### config.mk
export PLATFORM = sky130hd
export DESIGN_NAME = pio_bank
export DESIGN_NICKNAME = d
export VERILOG_FILES = /design/src/rtl/pio_pkg.sv /design/src/rtl/pio_setclr_reg.sv /design/src/rtl/pio_pin_mux.sv /design/src/rtl/pio_bank.sv
export SDC_FILE = /design/constraint.sdc
export NUM_CORES = 1
export LEC_CHECK = 0
export ABC_CLOCK_PERIOD_IN_PS = 4000
export BUFFER_PORTS_ARGS = -buffer_cell sky130_fd_sc_hd__buf_2
export CORE_AREA = 2 2 188 190
export CTS_BUF_LIST = sky130_fd_sc_hd__clkbuf_4 sky130_fd_sc_hd__clkbuf_8
export DETAILED_ROUTE_END_ITERATION = 6
export DIE_AREA = 0 0 190 192
export GPL_ROUTABILITY_DRIVEN = 0
export PLACE_DENSITY = 0.78
export SLEW_MARGIN = 25
export SYNTH_ARGS = -nofsm -noshare
export SYNTH_HDL_FRONTEND = slang
export SYNTH_SLANG_ARGS = --single-unit
### constraint.sdc
create_clock -name clk -period 4 [get_ports clk]
set_input_delay 0.4 -clock clk [delete_from_list [all_inputs] [get_ports clk]]
set_output_delay 0.4 -clock clk [all_outputs]
set_load 0.005 [all_outputs]
### src/rtl/pio_pkg.sv
package pio_pkg;
  localparam int NCTL = 8;

  typedef enum logic [2:0] {
    CTL_OWN  = 3'd0,
    CTL_OE   = 3'd1,
    CTL_DAT  = 3'd2,
    CTL_PU   = 3'd3,
    CTL_PD   = 3'd4,
    CTL_MD   = 3'd5,
    CTL_SEL0 = 3'd6,
    CTL_SEL1 = 3'd7
  } ctl_e;

  typedef enum logic [1:0] {
    OP_SET  = 2'd0,
    OP_CLR  = 2'd1,
    OP_STAT = 2'd2,
    OP_AUX  = 2'd3
  } op_e;

  // controls whose reset state is all ones
  function automatic logic ctl_reset_ones(input int c);
    return (c == int'(CTL_OWN)) || (c == int'(CTL_PU));
  endfunction

  // open-drain rule: a driven 1 is released when multi-drive is on
  function automatic logic od_enable(input logic en, input logic md, input logic val);
    return en & ~(md & val);
  endfunction

  // next state of a set/clear vector
  function automatic logic [31:0] setclr_next(input logic [31:0] q, input logic [31:0] s,
                                              input logic [31:0] c);
    return (q | s) & ~c;
  endfunction
endpackage

### src/rtl/pio_setclr_reg.sv
module pio_setclr_reg
  import pio_pkg::*;
#(
  parameter int   W        = 32,
  parameter logic RST_ONES = 1'b0
) (
  input  logic         clk,
  input  logic         rst_n,
  input  logic         set_we,
  input  logic         clr_we,
  input  logic [W-1:0] wdata,
  input  logic [W-1:0] ext_clr,
  output logic [W-1:0] q
);
  localparam logic [W-1:0] RST_VAL = RST_ONES ? '1 : '0;

  logic [W-1:0] set_mask, clr_mask;
  logic [31:0]  nxt32;

  assign set_mask = set_we ? wdata : '0;
  assign clr_mask = (clr_we ? wdata : '0) | ext_clr;
  assign nxt32    = setclr_next(32'(q), 32'(set_mask), 32'(clr_mask));

  always_ff @(posedge clk or negedge rst_n) begin
    if (!rst_n) q <= RST_VAL;
    else        q <= nxt32[W-1:0];
  end

  // state right after reset release
  a_r1_reset_val: assert property (@(posedge clk) disable iff (!rst_n)
    $rose(rst_n) |-> q == RST_VAL);
  // masked bits become one after a set write
  a_r2_set_bits: assert property (@(posedge clk) disable iff (!rst_n)
    (set_we && !clr_we) |=> ((q & $past(wdata & ~ext_clr)) == $past(wdata & ~ext_clr)));
  // unmasked bits keep their value
  a_r2_others_kept: assert property (@(posedge clk) disable iff (!rst_n)
    (set_we && !clr_we && ext_clr == '0) |=> ((q & ~$past(wdata)) == ($past(q) & ~$past(wdata))));
  // masked bits become zero after a clear write
  a_r3_clr_bits: assert property (@(posedge clk) disable iff (!rst_n)
    clr_we |=> ((q & $past(wdata)) == '0));
  // no write and no cross clear, no change
  a_r3_hold: assert property (@(posedge clk) disable iff (!rst_n)
    (!set_we && !clr_we && ext_clr == '0) |=> $stable(q));
endmodule

### src/rtl/pio_pin_mux.sv
module pio_pin_mux
  import pio_pkg::*;
#(
  parameter int W = 32
) (
  input  logic                clk,
  input  logic                rst_n,
  input  logic [W-1:0]        own,
  input  logic [W-1:0]        oe,
  input  logic [W-1:0]        dat,
  input  logic [W-1:0]        md,
  input  logic [W-1:0]        sel0,
  input  logic [W-1:0]        sel1,
  input  logic [3:0][W-1:0]   fn_dat,
  input  logic [3:0][W-1:0]   fn_oe,
  output logic [W-1:0]        pad_out,
  output logic [W-1:0]        pad_oe
);
  logic [W-1:0] drv_val, drv_en;

  for (genvar i = 0; i < W; i++) begin : g_pin
    logic [1:0] code;
    logic       f_val, f_en;
    assign code = {sel1[i], sel0[i]};
    always_comb begin
      f_val = fn_dat[code][i];
      f_en  = fn_oe[code][i];
    end
    assign drv_val[i] = own[i] ? dat[i] : f_val;
    assign drv_en[i]  = own[i] ? oe[i]  : f_en;
    assign pad_out[i] = drv_val[i];
    assign pad_oe[i]  = od_enable(drv_en[i], md[i], drv_val[i]);

    // an open-drain pin is never driven high
    a_r9_no_drive_high: assert property (@(posedge clk) disable iff (!rst_n)
      (md[i] && pad_oe[i]) |-> !pad_out[i]);
    // an IO-owned pin presents the data register value
    a_r7_io_value: assert property (@(posedge clk) disable iff (!rst_n)
      own[i] |-> pad_out[i] == dat[i]);
    // a peripheral-owned pin never drives unless its function asks
    a_r8_fn_enable: assert property (@(posedge clk) disable iff (!rst_n)
      (!own[i] && pad_oe[i]) |-> fn_oe[code][i]);
  end
endmodule

### src/rtl/pio_bank.sv
module pio_bank
  import pio_pkg::*;
#(
  parameter int NPINS = 32,
  parameter int AW    = 8
) (
  input  logic             clk,
  input  logic             rst_n,
  input  logic [AW-1:0]    bus_addr,
  input  logic             bus_wr,
  input  logic [NPINS-1:0] bus_wdata,
  output logic [NPINS-1:0] bus_rdata,
  input  logic [NPINS-1:0] fn_a_dat,
  input  logic [NPINS-1:0] fn_b_dat,
  input  logic [NPINS-1:0] fn_c_dat,
  input  logic [NPINS-1:0] fn_d_dat,
  input  logic [NPINS-1:0] fn_a_oe,
  input  logic [NPINS-1:0] fn_b_oe,
  input  logic [NPINS-1:0] fn_c_oe,
  input  logic [NPINS-1:0] fn_d_oe,
  input  logic [NPINS-1:0] pad_in,
  output logic [NPINS-1:0] pad_out,
  output logic [NPINS-1:0] pad_oe,
  output logic [NPINS-1:0] pad_pu,
  output logic [NPINS-1:0] pad_pd
);
  localparam int HI_LSB = 7;

  // address fields
  logic       in_map;
  ctl_e       ctl_idx;
  op_e        op;
  logic       wr_set, wr_clr;
  logic       unused_lsb;

  assign in_map     = (bus_addr[AW-1:HI_LSB] == '0);
  assign ctl_idx    = ctl_e'(bus_addr[6:4]);
  assign op         = op_e'(bus_addr[3:2]);
  assign unused_lsb = ^bus_addr[1:0];
  assign wr_set     = bus_wr && in_map && (op == OP_SET);
  assign wr_clr     = bus_wr && in_map && (op == OP_CLR);

  // cross clears keeping pull-up and pull-down exclusive
  logic [NCTL-1:0][NPINS-1:0] ext_clr;
  always_comb begin
    ext_clr = '0;
    if (wr_set && ctl_idx == CTL_PD) ext_clr[CTL_PU] = bus_wdata;
    if (wr_set && ctl_idx == CTL_PU) ext_clr[CTL_PD] = bus_wdata;
  end

  logic [NCTL-1:0][NPINS-1:0] ctl_q;

  for (genvar c = 0; c < NCTL; c++) begin : g_ctl
    pio_setclr_reg #(
      .W       (NPINS),
      .RST_ONES(ctl_reset_ones(c))
    ) u_reg (
      .clk    (clk),
      .rst_n  (rst_n),
      .set_we (wr_set && (ctl_idx == ctl_e'(c))),
      .clr_we (wr_clr && (ctl_idx == ctl_e'(c))),
      .wdata  (bus_wdata),
      .ext_clr(ext_clr[c]),
      .q      (ctl_q[c])
    );
  end

  // named state vectors
  logic [NPINS-1:0] own_q, oe_q, dat_q, pu_q, pd_q, md_q, sel0_q, sel1_q;
  assign own_q  = ctl_q[CTL_OWN];
  assign oe_q   = ctl_q[CTL_OE];
  assign dat_q  = ctl_q[CTL_DAT];
  assign pu_q   = ctl_q[CTL_PU];
  assign pd_q   = ctl_q[CTL_PD];
  assign md_q   = ctl_q[CTL_MD];
  assign sel0_q = ctl_q[CTL_SEL0];
  assign sel1_q = ctl_q[CTL_SEL1];

  pio_pin_mux #(.W(NPINS)) u_mux (
    .clk    (clk),
    .rst_n  (rst_n),
    .own    (own_q),
    .oe     (oe_q),
    .dat    (dat_q),
    .md     (md_q),
    .sel0   (sel0_q),
    .sel1   (sel1_q),
    .fn_dat ({fn_d_dat, fn_c_dat, fn_b_dat, fn_a_dat}),
    .fn_oe  ({fn_d_oe, fn_c_oe, fn_b_oe, fn_a_oe}),
    .pad_out(pad_out),
    .pad_oe (pad_oe)
  );

  assign pad_pu = pu_q;
  assign pad_pd = pd_q;

  // read path
  always_comb begin
    bus_rdata = '0;
    if (in_map) begin
      if (op == OP_STAT)                               bus_rdata = ctl_q[ctl_idx];
      else if (op == OP_AUX && ctl_idx == CTL_SEL1)    bus_rdata = pad_in;
    end
  end

  // pulls are mutually exclusive
  a_r6_pull_exclusive: assert property (@(posedge clk) disable iff (!rst_n)
    (pad_pu & pad_pd) == '0);
  // a pull-down set drops the pull-up on the masked pins
  a_r6_pd_drops_pu: assert property (@(posedge clk) disable iff (!rst_n)
    (wr_set && ctl_idx == CTL_PD) |=> ((pad_pu & $past(bus_wdata)) == '0));
  // set and clear addresses read as zero
  a_r4_wo_reads_zero: assert property (@(posedge clk) disable iff (!rst_n)
    (op == OP_SET || op == OP_CLR) |-> bus_rdata == '0);
endmodule

==> impl_metrics.env <==
export IMPL_outcome="finished clean"
export IMPL_p_leak_nw=8.35
export IMPL_routed_via_count=13500
export IMPL_pwr_share_comb_pct=22.1
export IMPL_drc=0
export IMPL_layout_setup_ws_ps=1120
export IMPL_cp_end_kind="output port"
export IMPL_max_slew_margin_pct=34.4
export IMPL_tightest_slew_ps=981
export IMPL_dp_hpwl_um=36400
export IMPL_critPathBufInv=3
export IMPL_slowest_stage="nor2_4"
export IMPL_core_area_um2=34300
export IMPL_cts_sinks=256
export IMPL_final_cell_mix="a21oi_1, buf_2, dfrtp_1"
export IMPL_antenna_found_initial=5
export IMPL_synth_area_per_cell_um2=11.1
export IMPL_p_int_mw=5.62
export IMPL_synthArstFlopShare_pct=100
export IMPL_grt_ovfl_total=0
export IMPL_synth_nets=1608
export IMPL_rows=68
export IMPL_tritoncts="built"
export IMPL_finalCriticalPeriod_ps=2880
export IMPL_totalWireLength_um=52900
export IMPL_clockPowerShare_pct=35.0
export IMPL_synthFlopType="dfrtp_1"
export IMPL_rsz0062_at_grt="false"
export IMPL_ant_nets=0
export IMPL_ys_ff_latch=256
export IMPL_grt_max_degree=105
export IMPL_die_w_um=190
export IMPL_critical_path_max_fanout=23
export IMPL_netlist_area_um2=14200
export IMPL_cts_hold_buffers=1
export IMPL_drive_gt1_share_pct=48.3
export IMPL_cts_max_level=2
export IMPL_arrival_ps=2480
export IMPL_max_freq_mhz=348
export IMPL_largest_register_ffs=256
export IMPL_cts_resized=0
export IMPL_ir_drop_mv=0.223
export IMPL_path_clk_slew_ps=60
export IMPL_post_place_ws_ps=1120
export IMPL_hold_violations=0
export IMPL_largest_register="g_ctl.u_reg.q"
export IMPL_postCtsSetupRepairBufs=0
export IMPL_start_util_pct=41.5
export IMPL_crit_path_start_kind="primary input"
export IMPL_reg_top3="g_ctl.u_reg.q (256)"
export IMPL_cp_cell_sequence="buf_2, or2_2, nor2_4, buf_4, a22oi_1, nand2_1, buf_2"
export IMPL_setup_viol=0
export IMPL_ys_seq_area_share_pct=45.6
export IMPL_crit_top_cell="buf_2"
export IMPL_swShare_pct=29.1
export IMPL_fin_skew_ps=0
export IMPL_clock_latency_ps=540
export IMPL_clockBufferDepth=3
export IMPL_grt_usage_pct=28.3
export IMPL_finalPower_mw=7.93
export IMPL_grt_pass1_wl_um=78400
export IMPL_cpLargestDelayFamily="simple AND/OR/NAND/NOR gates"
export IMPL_grt_pass1_vias=13600
export IMPL_numCtsBuffers=45
export IMPL_p_sw_mw=2.30
export IMPL_die_h_um=192
export IMPL_die_area_um2=36500
export IMPL_slew_violations=0
export IMPL_dr_pass1_iters=5
export IMPL_wire_per_inst_um=24.0
export IMPL_worstPathRequired_ps=3600
export IMPL_root_buffer="clkbuf_8"
export IMPL_worstSetupPathType="in -> out"
export IMPL_fin_crit_sh_pct=71.9
export IMPL_slowest_delay_ps=800
export IMPL_seq_power_share_pct=42.9
export IMPL_synth_edf_count=0
export IMPL_yosys_warnings=0
export IMPL_portBuffers=488
export IMPL_area_delta_synth_final_pct=27.1
export IMPL_hp_class="in -> reg"
export IMPL_synth_cells=1277
export IMPL_synthDistinctLibCells=27
export IMPL_first_iter_violations=1085
export IMPL_nets=2036
export IMPL_maxCapViolCount=0
export IMPL_final_common_cell="a21oi_1"
export IMPL_fin_tns_setup_ps=0
export IMPL_via_per_inst=6.14
export IMPL_power_density_nw_per_um2=439
export IMPL_ioPinCount=491
layout make-up:
type	instances	area, µm²
timing repair buffer	519	2770
sequential	256	6490
multi-input combinational	883	7180
antenna	3	7.51
clock buffer	73	930
clock inverter	10	133
tap	455	569
fill	3005	16200
path summary, 6_finish.rpt:
check | depth (start not counted) | slack (ps) | to | from
setup reg to reg | 2 | 3130 | g_ctl[0].u_reg.q[26] | g_ctl[0].u_reg.q[26]
hold reg to reg | 2 | 530 | g_ctl[3].u_reg.q[17] | g_ctl[3].u_reg.q[17]
min in group asynchronous | 2 | 500 | g_ctl[6].u_reg.q[30] | rst_n
hold / removal | 2 | 200 | g_ctl[0].u_reg.q[22] | bus_wdata[22]
max in group asynchronous | 3 | 2480 | g_ctl[3].u_reg.q[17] | rst_n
setup / recovery | 7 | 1120 | bus_rdata[7] | bus_addr[6]
Yosys cell counts, types with 2 or more instances:
master | number | share of area (%)
clkbuf_1 | 80 | 2.1
o21bai_2 | 2 | 0.16
nand2b_1 | 6 | 0.26
nand2_1 | 61 | 1.6
nor4_1 | 3 | 0.13
mux2i_1 | 44 | 3.1
buf_6 | 7 | 0.55
o22ai_1 | 3 | 0.13
dfstp_2 | 64 | 12
or2_2 | 2 | 0.088
buf_2 | 48 | 1.7
mux2_2 | 32 | 2.5
nor3_1 | 6 | 0.21
a21oi_1 | 547 | 19
mux4_2 | 122 | 19
nor3_4 | 8 | 0.91
a22oi_1 | 29 | 1.5
buf_1 | 2 | 0.053
nor2_1 | 11 | 0.29
nor3b_1 | 2 | 0.11
dfrtp_1 | 192 | 34
power by group through the flow:
stage | Combinational [mW] | Sequential, mW | Clock [mW]
floorplan | 1.05 | 3.31 | 0
global placement | 1.67 | 3.40 | 0
detailed placement | 1.73 | 3.43 | 0
CTS | 1.74 | 3.39 | 2.82
global route | 1.89 | 3.45 | 2.95
finish | 1.75 | 3.40 | 2.78
cell families (layout without fill, tap and decap cells):
| family | count (synthesis) | in the layout | share of synthesized area (%) |
|---|---|---|---|
| DFF | 256 | 256 | 45.6 |
| and+or+nand+nor | 104 | 104 | 3.91 |
| buffers and inverters | 138 | 602 | 4.46 |
| AOI/OAI and AO/OA | 581 | 581 | 21.1 |
| muxes | 198 | 198 | 25.0 |
| other | 0 | 3 | 0 |
per-stage QoR:
step                util [%]  cells  area (µm²)  hold WS, ps
detailed placement      49.5   2111       17000          505
global placement        49.4   2110       16900          502
floorplan                  -   1277       14200          104
finish                  52.7   2199       18100          203
global route            52.7   2199       18100          189
CTS                     52.6   2195       18000          152
layer usage:
layer	wire [µm]	vias up	track usage, %
met2	26100	965	47.5
met1	19100	6644	35.3
li1	-	5727	-
met3	5460	171	5.57
met5	26	-	0
met4	2210	4	13.0
No activity file was read; power rests on OpenSTA's default activity.
